**config.mk**
```make
export PLATFORM = sky130hd
export DESIGN_NAME = fdc_rate_ctl
export DESIGN_NICKNAME = d
export VERILOG_FILES = /design/src/rtl/fdc_rate_pkg.sv /design/src/rtl/fdc_rst_sync.sv /design/src/rtl/fdc_bus_decode.sv /design/src/rtl/fdc_rate_regs.sv /design/src/rtl/fdc_power_ctl.sv /design/src/rtl/fdc_precomp_track.sv /design/src/rtl/fdc_rate_ctl.sv
export SDC_FILE = /design/constraint.sdc
export NUM_CORES = 1
export LEC_CHECK = 0
export ABC_AREA = 1
export BUFFER_PORTS_ARGS = -buffer_cell sky130_fd_sc_hd__buf_2
export CELL_PAD_IN_SITES_DETAIL_PLACEMENT = 1
export CELL_PAD_IN_SITES_GLOBAL_PLACEMENT = 2
export CORE_AREA = 2 2 53 68
export CTS_CLUSTER_DIAMETER = 200
export DETAILED_ROUTE_END_ITERATION = 8
export DIE_AREA = 0 0 55 70
export PLACE_DENSITY_LB_ADDON = 0.1
export SYNTH_ARGS = -nofsm -noshare
export SYNTH_HDL_FRONTEND = slang
export SYNTH_SLANG_ARGS = --single-unit
export TNS_END_PERCENT = 50
```
**constraint.sdc**
```tcl
create_clock -name clk -period 0.97 [get_ports clk]
set_clock_uncertainty 0.15 [all_clocks]
set_input_delay 0.0485 -clock clk [delete_from_list [all_inputs] [get_ports clk]]
set_output_delay 0.0485 -clock clk [all_outputs]
set_load 0.005 [all_outputs]
```
**src/rtl/fdc_rate_pkg.sv**
```systemverilog
package fdc_rate_pkg;

  localparam int unsigned BYTE_W  = 8;
  localparam int unsigned RATE_W  = 2;
  localparam int unsigned PRE_W   = 3;

  // Field positions inside the rate/power register
  localparam int unsigned RATE_LSB = 0;
  localparam int unsigned PRE_LSB  = 2;
  localparam int unsigned LP_BIT   = 6;
  localparam int unsigned SRST_BIT = 7;

  typedef enum logic [RATE_W-1:0] {
    RATE_500K = 2'b00,
    RATE_300K = 2'b01,
    RATE_250K = 2'b10,
    RATE_1M   = 2'b11
  } rate_e;

  typedef struct packed {
    logic dsr_wr;   // write to rate/power register
    logic ccr_wr;   // write to configuration control register
    logic wake;     // data access or status read
  } bus_evt_t;

endpackage

```
**src/rtl/fdc_rst_sync.sv**
```systemverilog
module fdc_rst_sync #(
  parameter int unsigned STAGES = 2
) (
  input  logic clk,
  input  logic rst_n,
  output logic rst_n_sync
);

  logic [STAGES-1:0] sync_q;

  always_ff @(posedge clk or negedge rst_n) begin
    if (!rst_n) sync_q <= '0;
    else        sync_q <= {sync_q[STAGES-2:0], 1'b1};
  end

  assign rst_n_sync = sync_q[STAGES-1];

endmodule

```
**src/rtl/fdc_bus_decode.sv**
```systemverilog
module fdc_bus_decode
  import fdc_rate_pkg::*;
#(
  parameter int unsigned ADDR_W   = 3,
  parameter logic [ADDR_W-1:0] DSR_OFS  = 3'd4,
  parameter logic [ADDR_W-1:0] DATA_OFS = 3'd5,
  parameter logic [ADDR_W-1:0] CCR_OFS  = 3'd7
) (
  input  logic              cs,
  input  logic              rd,
  input  logic              wr,
  input  logic [ADDR_W-1:0] addr,
  output bus_evt_t          evt
);

  logic hit_dsr, hit_data, hit_ccr;

  always_comb begin
    hit_dsr  = cs && (addr == DSR_OFS);
    hit_data = cs && (addr == DATA_OFS);
    hit_ccr  = cs && (addr == CCR_OFS);

    evt.dsr_wr = hit_dsr && wr;
    evt.ccr_wr = hit_ccr && wr;
    // status read shares offset 4; any data-port access also wakes
    evt.wake   = (hit_dsr && rd && !wr) || (hit_data && (rd || wr));
  end

endmodule

```
**src/rtl/fdc_rate_regs.sv**
```systemverilog
module fdc_rate_regs
  import fdc_rate_pkg::*;
#(
  parameter logic [RATE_W-1:0] RST_RATE = RATE_250K,
  parameter logic [PRE_W-1:0]  RST_PRE  = '0
) (
  input  logic              clk,
  input  logic              rst_n,
  input  logic              dsr_wr,
  input  logic              ccr_wr,
  input  logic [RATE_W-1:0] wr_rate,
  input  logic [PRE_W-1:0]  wr_pre,
  output logic [RATE_W-1:0] rate_o,
  output logic [PRE_W-1:0]  pre_o
);

  logic [RATE_W-1:0] rate_q, rate_d;
  logic [PRE_W-1:0]  pre_q, pre_d;
  logic              rate_en, pre_en;

  always_comb begin
    rate_en = dsr_wr || ccr_wr;
    pre_en  = dsr_wr;
    rate_d  = wr_rate;
    pre_d   = wr_pre;
  end

  always_ff @(posedge clk or negedge rst_n) begin
    if (!rst_n) begin
      rate_q <= RST_RATE;
    end else if (rate_en) begin
      rate_q <= rate_d;
    end
  end

  always_ff @(posedge clk or negedge rst_n) begin
    if (!rst_n) begin
      pre_q <= RST_PRE;
    end else if (pre_en) begin
      pre_q <= pre_d;
    end
  end

  assign rate_o = rate_q;
  assign pre_o  = pre_q;

endmodule

```
**src/rtl/fdc_power_ctl.sv**
```systemverilog
module fdc_power_ctl (
  input  logic clk,
  input  logic rst_n,
  input  logic dsr_wr,
  input  logic lp_bit,
  input  logic srst_bit,
  input  logic wake,
  output logic low_power,
  output logic soft_rst,
  output logic clk_en,
  output logic dsep_en
);

  logic lp_q, lp_d;
  logic srst_q, srst_d;

  always_comb begin
    srst_d = dsr_wr && srst_bit;
    lp_d   = lp_q;
    if (srst_d || wake) begin
      lp_d = 1'b0;
    end else if (dsr_wr && lp_bit) begin
      lp_d = 1'b1;
    end
  end

  always_ff @(posedge clk or negedge rst_n) begin
    if (!rst_n) begin
      lp_q   <= 1'b0;
      srst_q <= 1'b0;
    end else begin
      lp_q   <= lp_d;
      srst_q <= srst_d;
    end
  end

  assign low_power = lp_q;
  assign soft_rst  = srst_q;
  assign clk_en    = !lp_q;
  assign dsep_en   = !lp_q;

endmodule

```
**src/rtl/fdc_precomp_track.sv**
```systemverilog
module fdc_precomp_track #(
  parameter int unsigned TRK_W = 8
) (
  input  logic             clk,
  input  logic             rst_n,
  input  logic             load,
  input  logic [TRK_W-1:0] value,
  output logic [TRK_W-1:0] trk
);

  logic [TRK_W-1:0] trk_q, trk_d;

  always_comb trk_d = value;

  always_ff @(posedge clk or negedge rst_n) begin
    if (!rst_n)    trk_q <= '0;
    else if (load) trk_q <= trk_d;
  end

  assign trk = trk_q;

endmodule

```
**src/rtl/fdc_rate_ctl.sv**
```systemverilog
module fdc_rate_ctl
  import fdc_rate_pkg::*;
#(
  parameter int unsigned ADDR_W   = 3,
  parameter int unsigned TRK_W    = 8,
  parameter logic [ADDR_W-1:0] DSR_OFS  = 3'd4,
  parameter logic [ADDR_W-1:0] DATA_OFS = 3'd5,
  parameter logic [ADDR_W-1:0] CCR_OFS  = 3'd7,
  parameter logic [BYTE_W-1:0] RST_DSR  = 8'h02
) (
  input  logic              clk,
  input  logic              rst_n,
  input  logic              bus_cs,
  input  logic              bus_rd,
  input  logic              bus_wr,
  input  logic [ADDR_W-1:0] bus_addr,
  input  logic [BYTE_W-1:0] bus_wdata,
  input  logic              trk_load,
  input  logic [TRK_W-1:0]  trk_value,
  output logic [RATE_W-1:0] rate_sel,
  output logic [PRE_W-1:0]  precomp_sel,
  output logic              low_power,
  output logic              soft_rst,
  output logic              clk_en,
  output logic              dsep_en,
  output logic [TRK_W-1:0]  precomp_trk
);

  localparam logic [RATE_W-1:0] RST_RATE = RST_DSR[RATE_LSB +: RATE_W];
  localparam logic [PRE_W-1:0]  RST_PRE  = RST_DSR[PRE_LSB +: PRE_W];

  logic     rst_n_i;
  bus_evt_t evt;

  fdc_rst_sync #(.STAGES(2)) u_rst (
    .clk        (clk),
    .rst_n      (rst_n),
    .rst_n_sync (rst_n_i)
  );

  fdc_bus_decode #(
    .ADDR_W   (ADDR_W),
    .DSR_OFS  (DSR_OFS),
    .DATA_OFS (DATA_OFS),
    .CCR_OFS  (CCR_OFS)
  ) u_dec (
    .cs   (bus_cs),
    .rd   (bus_rd),
    .wr   (bus_wr),
    .addr (bus_addr),
    .evt  (evt)
  );

  fdc_rate_regs #(
    .RST_RATE (RST_RATE),
    .RST_PRE  (RST_PRE)
  ) u_regs (
    .clk     (clk),
    .rst_n   (rst_n_i),
    .dsr_wr  (evt.dsr_wr),
    .ccr_wr  (evt.ccr_wr),
    .wr_rate (bus_wdata[RATE_LSB +: RATE_W]),
    .wr_pre  (bus_wdata[PRE_LSB +: PRE_W]),
    .rate_o  (rate_sel),
    .pre_o   (precomp_sel)
  );

  fdc_power_ctl u_pwr (
    .clk       (clk),
    .rst_n     (rst_n_i),
    .dsr_wr    (evt.dsr_wr),
    .lp_bit    (bus_wdata[LP_BIT]),
    .srst_bit  (bus_wdata[SRST_BIT]),
    .wake      (evt.wake),
    .low_power (low_power),
    .soft_rst  (soft_rst),
    .clk_en    (clk_en),
    .dsep_en   (dsep_en)
  );

  fdc_precomp_track #(.TRK_W(TRK_W)) u_trk (
    .clk   (clk),
    .rst_n (rst_n_i),
    .load  (trk_load),
    .value (trk_value),
    .trk   (precomp_trk)
  );

endmodule

```
==> metrics <==
min-delay worst type input pin to flip-flop; peak supply drop 0.0005341 V; crit-path cells buf_2; Net Count, Synth 89; I/O Buffers 40; Clock Sinks 17; Critical Path Source Type flip-flop; CP max stage cell dfstp_2; endpoints failing setup 3; Ys Warns 0; fmax 927.0 MHz; Max clock buf depth 2; area of the multi-input gates 251.5 um^2; worst skew pair latency 240 ps; die height 70 um; Yosys top cell by area dfrtp_1; 1st-pass router iterations 3; Worst Path Arrival 880 ps; Hold Path Stages 4; Inst Count DP 142; Non-Filler Instances 166; CP Buf/Inv Count 1; Post-Synthesis Cell Area 716.9 um^2; NumNets Final 153; vias per cell 3.982; Synth Register Bits 17; Synth Area in Simple Gates 0.1885; share of layout cells above drive strength 1 0.4961; antenna violations before repair 0; number of global-route vias before repair 690; Reg area 426.7 um^2; EDFF count, synth 0; first-pass GRT wire length 2794 um; row count 24; Seq/Total Area, Yosys 0.5951; final hold violations 3; end of the worst hold path u_regs.pre_o[1]; CTS H-tree depth 1; area grow syn2layout 72.43%; post-synthesis adder-cell area fraction 0; max-slew violations 0; # diodes 0; # DRC 0; Reg2Reg Depth 5; worst r2r dst u_pwr.low_power; top-count cell post-synth dfrtp_1; slowest stage delay, CP 530 ps; Synth cell types 18; asr flop ratio synth 1.000; die width 55 um; DR WL/cell 9.910 um; Final min period 1079 ps; Synth Area in Compound Gates 0.02618; Routed WL 1645 um; commonest cells in the synthesized netlist dfrtp_1, nand2_1, mux2_2, inv_1, nand3_1; Avg Cell Area, Syn 11.20 um^2; worst hold slack -6.264 ps; RSZ-0062 raised after global routing yes; GRT Resource Usage Total 0.09862; violated checks negative hold slack, negative setup slack; GR Overflow Total 0; Core ar. 0.003303 mm^2; crit-path max FO 2; WP data required 770 ps; drt first-iter violations 4; gpl congestion 0.6492; CP top delay family flip-flops; # IOs 42; RR Startpoint u_pwr.low_power; Synth top area share 0.5585; R2R setup slack 10 ps; detailed-route via count 661; Worst Setup Slack, final -108.8 ps; ys flop type dfrtp_1; post-DP HPWL 1275 um; placed inst area 960.9 um^2; Post-Syn Instances 64; mux cell area share after synthesis 0.1257; CTS buffer count 3; XOR/XNOR Fraction of Synth Area 0; Clock transition at path regs 70 ps; Finished Cell Area 0.001236 mm^2; fill cell count 404; run status finished with violations; min-delay src bus_addr[0]; Root Driver clkbuf_8; full die area 0.003850 mm^2; crit end category output port; power density over the cells 1437 mW/mm^2; starting density of the core 0.2170; final period utilization 1.112; Setup CP Type flip-flop to output port; main area contributors after synthesis dfrtp_1, mux2_2, nand2_1; largest net degree at the start of global routing 14; main combinational cell family by area after synthesis simple AND/OR/NAND/NOR gates; CTS tree done; Pleak 0.7029 nW; Max Cap Viol 0; Antenna Nets Post-Route 0
-- stage by stage --
stage	setup WS (ps)	power [mW]	utilization	setup TNS, ps
4_1_cts	-125.8	1.771	0.3617	-233.0
3_5_place_dp	22.49	1.174	0.2909	0
6_report	-108.8	1.776	0.3742	-187.4
2_1_floorplan	82.76	1.003	-	0
3_3_place_gp	31.63	1.164	0.2909	0
5_1_grt	-132.8	1.896	0.3742	-439.0
-- cell families after synthesis --
logic type	Yosys count
muxes	8
DFF	17
and+or+nand+nor	25
other	1
buffers and inverters	10
AOI/OAI and AO/OA	3
-- metal layers --
metal  wire length, um  GRT usage  share of wire
met1               648     0.1096           0.39
met4                34    0.06504          0.021
met3                94   0.006410          0.057
met2               867     0.1693           0.53
met5                 0          0              0
-- timing repair --
item	in CTS	in global routing
pin swaps	0	0
hold buffers	18	0
buffers inserted	1	2
gates resized for setup	1	9
hold endpoints to repair	18	0
endpoints found under the setup margin	4	22
-- layout by cell type (no fill, tap or decap) --
cell type / n
o21ai_2: 1
dlygate4sd3_1: 12
mux2_2: 7
conb_1: 1
buf_4: 4
dlymetal6s4s_1: 6
nor2_2: 1
nor2_4: 1
nand2_1: 14
inv_1: 6
nand3_2: 1
clkbuf_8: 3
buf_2: 37
mux2_4: 1
or2_0: 1
nor2_8: 1
nor2_1: 1
dfrtp_1: 16
clkinv_2: 1
inv_2: 2
o21ai_1: 2
nand3_1: 5
dfstp_2: 1
buf_6: 2
-- worst max-delay path by stage --
stage	startpoint	to	slack, ps	cells past startpoint
floorplan	u_trk.trk[0]	u_trk.trk[0]	80	1
global route	u_regs.rate_o[1]	rate_sel[1]	-130	1
global placement	bus_addr[2]	u_pwr.low_power	30	6
CTS	u_regs.rate_o[1]	rate_sel[1]	-130	1
detailed placement	bus_cs	u_pwr.low_power	20	6
finish	u_regs.rate_o[1]	rate_sel[1]	-110	1
-- cell type report --
type / instances / share of cell area
well taps: 39 / 0.03947
clock inverters: 1 / 0.004049
repair buffers: 61 / 0.3502
multi-input cells: 37 / 0.2034
flip-flops and latches: 17 / 0.3451
inverters: 8 / 0.02429
clock buffers: 3 / 0.03340
-- sequential cells by signal (all words and copies together), names as in the netlist --
| signal | count |
|---|---|
| u_regs.rate_o | 2 |
| u_rst.sync_q | 2 |
| u_trk.trk | 8 |
| u_pwr.soft_rst | 1 |
| u_regs.pre_o | 3 |
| u_pwr.low_power | 1 |
-- power breakdown --
group	leakage, nW	switching (mW)	internal, mW
combinational	0.472	0.161	0.256
clock	0.0255	0.228	0.284
sequential	0.205	0.0419	0.804
total	0.703	0.432	1.34
(Power assumes the default switching activity.)
